File: config.mk
export PLATFORM = sky130hd
export DESIGN_NAME = lpm_burst_seq
export DESIGN_NICKNAME = d
export VERILOG_FILES = /design/src/rtl/lpm_burst_seq.sv
export SDC_FILE = /design/constraint.sdc
export NUM_CORES = 1
export LEC_CHECK = 0
export BUFFER_PORTS_ARGS = -buffer_cell sky130_fd_sc_hd__buf_4
export CORE_ASPECT_RATIO = 1.4
export CORE_MARGIN = 5
export CORE_UTILIZATION = 60
export DETAILED_ROUTE_END_ITERATION = 6
export GPL_ROUTABILITY_DRIVEN = 0
export PLACE_DENSITY_LB_ADDON = 0.05
export RECOVER_POWER = 100
export SLEW_MARGIN = 20
export SYNTH_ARGS = -nofsm -noshare
export SYNTH_HDL_FRONTEND = slang
export SYNTH_SLANG_ARGS = --single-unit
File: constraint.sdc
create_clock -name clk -period 3.9 [get_ports clk]
set_input_delay 0.39 -clock clk [delete_from_list [all_inputs] [get_ports clk]]
set_output_delay 0.39 -clock clk [all_outputs]
set_load 0.01 [all_outputs]
File: src/rtl/lpm_burst_seq.sv
module lpm_burst_seq #(
  parameter int BURST_CYC = 5000,
  parameter int LR_CYC    = 6250,
  parameter int WAKE_CYC  = 250,
  parameter int TON_MIN   = 12,
  parameter int TON_MAX   = 500,
  parameter int ZC_TO     = 1000,
  parameter int TW        = 10,
  parameter int NW        = 4
) (
  input  logic          clk,
  input  logic          rst_n,
  input  logic          nrm_tick,
  input  logic [NW-1:0] nrm_pulses,
  input  logic          hs_req,
  input  logic          ls_req,
  input  logic          zcd,
  input  logic [TW-1:0] ton_req,
  input  logic          lpm_exit,
  output logic          lpm_active,
  output logic          drv_en,
  output logic          gate_lo,
  output logic          gate_hi
);
  localparam int BW   = $clog2(BURST_CYC + 1);
  localparam int PW   = $clog2(LR_CYC + 1);
  localparam int CMX1 = (WAKE_CYC > TON_MAX) ? WAKE_CYC : TON_MAX;
  localparam int CMAX = (CMX1 > ZC_TO) ? CMX1 : ZC_TO;
  localparam int CW   = $clog2(CMAX + 1);

  typedef enum logic [2:0] {S_NRM, S_IDLE, S_WAKE, S_ARM, S_ON, S_TAIL} st_t;

  st_t           st;
  logic [BW-1:0] btmr;
  logic [PW-1:0] pcnt;
  logic [CW-1:0] cnt;
  logic [CW-1:0] tlen;
  logic [CW-1:0] ton_cl;
  logic          qual_prev;
  logic          second;
  logic          exit_p;

  wire tick    = (btmr == BW'(BURST_CYC - 1));
  wire qual    = (pcnt == PW'(LR_CYC)) && (nrm_pulses == NW'(2));
  wire zc_tout = (cnt == CW'(ZC_TO - 1));

  always_comb begin
    if (ton_req < TW'(TON_MIN))      ton_cl = CW'(TON_MIN);
    else if (ton_req > TW'(TON_MAX)) ton_cl = CW'(TON_MAX);
    else                             ton_cl = CW'(ton_req);
  end

  assign lpm_active = (st != S_NRM);
  assign drv_en     = (st == S_WAKE) || (st == S_ARM) || (st == S_ON) || (st == S_TAIL);
  assign gate_lo    = (st == S_NRM) ? ls_req : (st == S_ON);
  assign gate_hi    = (st == S_NRM) && hs_req;

  always_ff @(posedge clk) begin
    if (!rst_n) begin
      st        <= S_NRM;
      btmr      <= '0;
      pcnt      <= '0;
      cnt       <= '0;
      tlen      <= '0;
      qual_prev <= 1'b0;
      second    <= 1'b0;
      exit_p    <= 1'b0;
    end else begin
      if (st == S_NRM || tick) btmr <= '0;
      else                     btmr <= btmr + 1'b1;

      if (st != S_NRM && lpm_exit) exit_p <= 1'b1;

      case (st)
        S_NRM: begin
          exit_p <= 1'b0;
          if (nrm_tick) begin
            pcnt      <= '0;
            qual_prev <= qual;
            if (qual && qual_prev) st <= S_IDLE;
          end else if (pcnt != PW'(LR_CYC)) begin
            pcnt <= pcnt + 1'b1;
          end
        end
        S_IDLE: begin
          if (exit_p || lpm_exit) begin
            st        <= S_NRM;
            pcnt      <= '0;
            qual_prev <= 1'b0;
          end else if (tick) begin
            st     <= S_WAKE;
            cnt    <= '0;
            second <= 1'b0;
          end
        end
        S_WAKE: begin
          if (cnt == CW'(WAKE_CYC - 1)) begin
            st  <= S_ARM;
            cnt <= '0;
          end else begin
            cnt <= cnt + 1'b1;
          end
        end
        S_ARM: begin
          if (zcd || zc_tout) begin
            st   <= S_ON;
            cnt  <= '0;
            tlen <= ton_cl;
          end else begin
            cnt <= cnt + 1'b1;
          end
        end
        S_ON: begin
          if (cnt == tlen - 1'b1) begin
            cnt    <= '0;
            second <= 1'b1;
            st     <= second ? S_TAIL : S_ARM;
          end else begin
            cnt <= cnt + 1'b1;
          end
        end
        S_TAIL: begin
          if (zcd || zc_tout) st <= S_IDLE;
          else                cnt <= cnt + 1'b1;
        end
        default: st <= S_NRM;
      endcase
    end
  end
endmodule


==> impl_metrics.ini, run 1 <==
[grt]
grt_pass1_wl_um = 11200
grt_pass1_vias = 2484
antenna_found_initial = 0
grt.overflow.total = 0
grt_max_degree = 24
grt.total_usage_pct = 21.0

[hold_path]
min_from = ton_req[1]
hold_path_depth = 3
holdPathEnd = tlen[1]
hold_path.class = in2reg

[final_layout]
fin_area_sq_um = 3230
layout-drive-gt1-share_pct = 10.1
postLayoutCoreUtil_pct = 66.8
num-fill-cells = 439
diodes = 0
area_growth_pct = 8.98
finish.net_count = 412

[power]
max-vdd-ir-drop_v = 0.000175
p_leak_nw = 1.11
p_per_area_nw_per_um2 = 275

[setup_path]
r2r_slack_ns = 0.77
critPathBufInv = 0
arrival_ns = 3.30
max_stage_delay_ns = 0.75
required_ns = 4.07
end_kind = register
ff2ff_path_depth = 6
slowest_stage = a2111oi_0
crit_fanout = 10
worstPathCellList = or4_1 -> or3_2 -> a2111oi_0 -> o211ai_2 -> nor4_4 -> nor3_1
timing.rr.start = tlen[0]
r2r_end = cnt[7]
start_kind = register
path_class = reg2reg
crit_family = simple AND/OR/NAND/NOR gates

[clock_network]
path_clk_slew_ns = 0.10
cts-buffers-inserted = 5
hold_buffers = 0
cts_resized = 0
cts_setup_buffers = 0
clock_latency_ns = 0.31
cts-root-buf = clkbuf_8
cts_tree = done
max-clock-path-buffers = 2
clock_sinks = 52
h-tree-depth = 2

[sta]
max_freq_mhz = 319
slew_violations = 0
fin_setup_tns_ns = 0
final.min_clock_period_ns = 3.13
finClkSkew_ns = 0.00802
worstMarginPinSlew_ns = 0.976
fin_crit_sh_pct = 80.3
setup-violations-final = 0
hold_viol = 0
rsz0062_at_grt = no
hold_ws_ns = 0.322
max_slew_margin_pct = 35.0

[detailed_routing]
routed_wl_um = 6510
drt-initial-drc-count = 124
detail_route.wl_per_cell_um = 14.5
num_vias = 2644
antenna_left = 0
drcViolationCount = 0
viasPerCell = 5.88
firstDrtPassIters = 5

[floorplan]
rows = 30
dieHeight_um = 93.2
coreArea_sq_um = 4840
io_pins = 25
die-area_sq_um = 6470
initial_utilization_pct = 61.3
die_w_um = 69.4

[synthesis]
synth_cells = 367
yosysSeqAreaShare_pct = 35.1
synth_area_sq_um = 2970
netlist_top_cells_area = dfxtp_1, nor2_1, xnor2_1
synth_ff_type = dfxtp_1
synth_nets = 394
avgSynthCellArea_sq_um = 8.09
yosys_register_bits = 52
synth_top_cell_by_area = dfxtp_1
yosysWarnings = 0
synth.distinct_cells = 52
async_flop_share_pct = 0
synth_edf_count = 0
yosysTopAreaCellShare_pct = 35.1

[placed_design]
placed_area_sq_um = 3180
io_buffers = 24
post-dp-hpwl_um = 4740

[outcome]
status = completed

[job]
maxCapViolCount = 0
## final cells by class
cell class	instances	area, sq um	share of cell area [%]
well taps	64	80.1	2.48
flip-flops and latches	52	1040	32.2
repair buffers	25	169	5.22
inverters	13	48.8	1.51
clock buffers	5	68.8	2.13
multi-input cells	288	1800	55.7
clock inverters	3	23.8	0.735
## layer usage
| metal | GRT usage, % | routed length [um] | vias to the layer above |
|---|---|---|---|
| met5 | 0 | 0 | - |
| met3 | 4.30 | 246 | 6 |
| met1 | 25.0 | 2960 | 1233 |
| met4 | 6.51 | 63 | 0 |
| met2 | 37.4 | 3250 | 57 |
| li1 | - | - | 1348 |
## cell usage after synthesis, types with 3 or more instances
| cell type | n |
|---|---|
| and2_1 | 4 |
| nor4b_1 | 4 |
| nand3_1 | 19 |
| a31oi_1 | 5 |
| nand2b_1 | 6 |
| inv_1 | 13 |
| ha_1 | 6 |
| nor3_1 | 22 |
| dfxtp_1 | 52 |
| clkbuf_1 | 14 |
| a211oi_1 | 7 |
| nand3b_1 | 3 |
| nand4_1 | 10 |
| xnor2_1 | 23 |
| and3_1 | 9 |
| nor3b_1 | 3 |
| o21ai_0 | 10 |
| nand2_1 | 20 |
| nor4_1 | 6 |
| or3_1 | 3 |
| nor2_1 | 61 |
| a21oi_1 | 9 |
| xor2_1 | 18 |
## registers in the layout, indices dropped and copies added, names as in the netlist
register,count
btmr,13
cnt,10
exit_p,1
pcnt,13
qual_prev,1
second,1
st,3
tlen,10
## cell families (layout without fill, tap and decap cells)
family | count (synthesis) | after routing | synth area share [%]
simple gates | 186 | 186 | 32.9
compound gates | 54 | 54 | 13.6
flops | 52 | 52 | 35.1
xor+xnor | 41 | 41 | 12.1
buf+inv | 27 | 46 | 3.41
fa+ha+maj | 6 | 6 | 2.53
mux | 1 | 1 | 0.337
## worst max-delay path by stage
stage          startpoint  cells after the start      to  slack (ns)
3_5_place_dp      tlen[0]                      6  cnt[8]        1.20
3_3_place_gp      tlen[0]                      6  cnt[9]        1.27
2_1_floorplan     tlen[0]                      6  cnt[0]        1.46
5_1_grt           tlen[0]                      6  cnt[6]        0.53
4_1_cts           tlen[0]                      6  cnt[6]        1.19
6_report          tlen[0]                      6  cnt[7]        0.77
## cells in the final DEF (no fill, tap or decap), types with 3 or more instances in the layout
cell / n
xnor2_1: 23
o21ai_0: 10
nand3_1: 19
dfxtp_1: 52
nand2b_1: 6
and3_1: 9
a211oi_1: 7
clkbuf_1: 5
nand2_1: 20
a21oi_1: 9
clkbuf_8: 5
nand3b_1: 3
nor3_1: 22
nor4_1: 6
xor2_1: 18
or3_1: 3
a31oi_1: 5
nor2_1: 61
nor4b_1: 4
and2_1: 3
ha_1: 6
nor3b_1: 3
inv_1: 13
nand4_1: 10
buf_4: 20
## report_power, final
group          total (mW)  switching, mW  internal, mW  leakage [nW]
Clock               0.318          0.190         0.128        0.0404
Combinational      0.0389         0.0200        0.0189         0.650
Sequential          0.533        0.00119         0.532         0.419
Total               0.889          0.211         0.678          1.11
## through the flow
| stage | cells | worst slack [ns] | power (mW) |
|---|---|---|---|
| finish | 450 | 0.768 | 0.889 |
| global route | 450 | 0.527 | 0.930 |
| CTS | 450 | 1.19 | 0.897 |
| detailed placement | 442 | 1.20 | 0.585 |
| global placement | 442 | 1.27 | 0.584 |
| floorplan | 367 | 1.46 | 0.561 |
## tightest hold or removal path, delay by kind of cell
kind,cells,cell delay (ns)
buffers and inverters,1,0.09
AO/OA/AOI/OAI,1,0.05
AND/OR/NAND/NOR,1,0.07
Power figures use the tool's default switching activity.
==> run 2, diff against run 1 <==
--- a/config.mk
+++ b/config.mk
@@ -8,7 +8,7 @@
 export BUFFER_PORTS_ARGS = -buffer_cell sky130_fd_sc_hd__buf_4
 export CORE_ASPECT_RATIO = 1.4
 export CORE_MARGIN = 5
-export CORE_UTILIZATION = 60
+export CORE_UTILIZATION = 54
 export DETAILED_ROUTE_END_ITERATION = 6
 export GPL_ROUTABILITY_DRIVEN = 0
 export PLACE_DENSITY_LB_ADDON = 0.05
==> constraint.sdc (replaced) <==
create_clock -name clk -period 2.76 [get_ports clk]
set_input_delay 0.276 -clock clk [delete_from_list [all_inputs] [get_ports clk]]
set_output_delay 0.276 -clock clk [all_outputs]
set_load 0.01 [all_outputs]
==> impl_metrics.ini, run 2 (synthesized netlist as in run 1, its figures left out) <==
[outcome]
status = completed

[setup_path]
startpoint = tlen[0]
crit_fanout = 10
arrival_ns = 2.70
timing.rr.start = tlen[0]
end_kind = register
required_ns = 2.92
r2r_slack_ns = 0.22
ff2ff_path_depth = 7
r2r_end = cnt[3]
path_class = reg2reg
start_kind = register

[job]
maxCapViolCount = 0

[placed_design]
io_buffers = 24
placed_area_sq_um = 3230
post-dp-hpwl_um = 4870

[detailed_routing]
top_layer_used = met4
detail_route.wl_per_cell_um = 14.0
drt-initial-drc-count = 112
num_vias = 2629
routed_wl_um = 6440
viasPerCell = 5.73
met1Wirelength_um = 2880
route.met3.wl_um = 207
antenna_left = 0
firstDrtPassIters = 5
wl_met2_um = 3280
drcViolationCount = 0

[floorplan]
die-area_sq_um = 7100
rows = 32
io_pins = 25
coreArea_sq_um = 5450
die_w_um = 72.7
initial_utilization_pct = 54.5
dieHeight_um = 97.7

[clock_network]
cts-buffers-inserted = 5
h-tree-depth = 2
cts_tree = done
cts_setup_buffers = 0
cts-root-buf = clkbuf_8
max-clock-path-buffers = 2
clock_sinks = 52
path_clk_slew_ns = 0.09
cts_resized = 0
hold_buffers = 0
clock_latency_ns = 0.30

[final_layout]
area_growth_pct = 10.8
layout-drive-gt1-share_pct = 10.5
largestRegisters = btmr: 13 flops, pcnt: 13 flops
mostFrequentLayoutCells = nor2_1, dfxtp_1, buf_4
diodes = 0
fin_area_sq_um = 3290
layout_commonest_cell = nor2_1
finish.net_count = 417

[grt]
grt_pass1_wl_um = 11100
antenna_found_initial = 0
grt.total_usage_pct = 18.9
grt.overflow.total = 0
grt_max_degree = 24
grt_pass1_vias = 2437

[power]
switchingPower_mw = 0.271
swShare_pct = 21.6
p_per_area_nw_per_um2 = 381
internal_power_mw = 0.983
p_leak_nw = 1.14
p_seq_share_pct = 60.0
max-vdd-ir-drop_v = 0.000185
p_clk_share_pct = 35.6
combPwrFrac_pct = 4.4

[sta]
max_freq_mhz = 394
setup-violations-final = 0
worstMarginPinSlew_ns = 0.745
finClkSkew_ns = 0.00287
fin_setup_tns_ns = 0
fin_crit_sh_pct = 91.9
max_slew_margin_pct = 50.3
slew_violations = 0
hold_viol = 0
rsz0062_at_grt = no
final.min_clock_period_ns = 2.54

[hold_path]
hold_path_depth = 3
min_from = ton_req[0]
holdPathEnd = tlen[0]
hold_path.class = in2reg
run 2: changes by cell type in the layout (fill, tap and decap cells not counted), sizes merged:
| cell | before | now |
|---|---|---|
| buf | 20 | 24 |
| clkinv | 1 | 0 |
| clkbuf | 10 | 14 |
| clkinvlp | 2 | 0 |
run 2: through the flow:
step           std cells  setup slack (ns)  utilization, %  hold WS, ns  power (mW)
4_1_cts              459             0.227            60.9        0.205        1.27
2_1_floorplan        367             0.315               -        0.404       0.793
5_1_grt              459            0.0545            60.4        0.239        1.30
3_5_place_dp         451             0.243            59.2        0.438       0.827
3_3_place_gp         451             0.247            59.2        0.438       0.826
6_report             459             0.224            60.4        0.207        1.25
run 2: critical path, cell delays in order (launching register included):
cell and delay, ns:
dfxtp_1 0.35, or4_1 0.54, or3_1 0.41, a2111oi_4 0.40, o211ai_2 0.15, nor4_4 0.28
buf_4 0.20, nor3_1 0.06
run 2: how the worst max path moves through the flow:
stage / endpoint / slack (ns) / depth (start not counted)
global route: cnt[6] / 0.05 / 7
detailed placement: cnt[6] / 0.24 / 7
finish: cnt[3] / 0.22 / 7
global placement: cnt[9] / 0.25 / 7
floorplan: cnt[0] / 0.32 / 6
CTS: cnt[3] / 0.23 / 7
run 2: metal layers:
metal,global-route usage [%],up-vias
met3,2.80,7
li1,-,1353
met5,0,-
met2,33.2,48
met1,23.9,1221
met4,4.26,0
run 2: cell type report:
cell class | instances | area (sq um)
Timing Repair Buffer | 30 | 203
Inverter | 13 | 48.8
Multi-Input combinational cell | 288 | 1820
Sequential cell | 52 | 1040
Tap cell | 68 | 85.1
Clock buffer | 8 | 90.1
Fill cell | 548 | 2160
run 2: power groups by stage:
| stage | Combinational (mW) | Sequential, mW | Clock [mW] |
|---|---|---|---|
| 3_3_place_gp | 0.0560 | 0.770 | 0 |
| 5_1_grt | 0.0609 | 0.753 | 0.489 |
| 3_5_place_dp | 0.0564 | 0.770 | 0 |
| 4_1_cts | 0.0565 | 0.753 | 0.458 |
| 2_1_floorplan | 0.0227 | 0.770 | 0 |
| 6_report | 0.0547 | 0.753 | 0.446 |
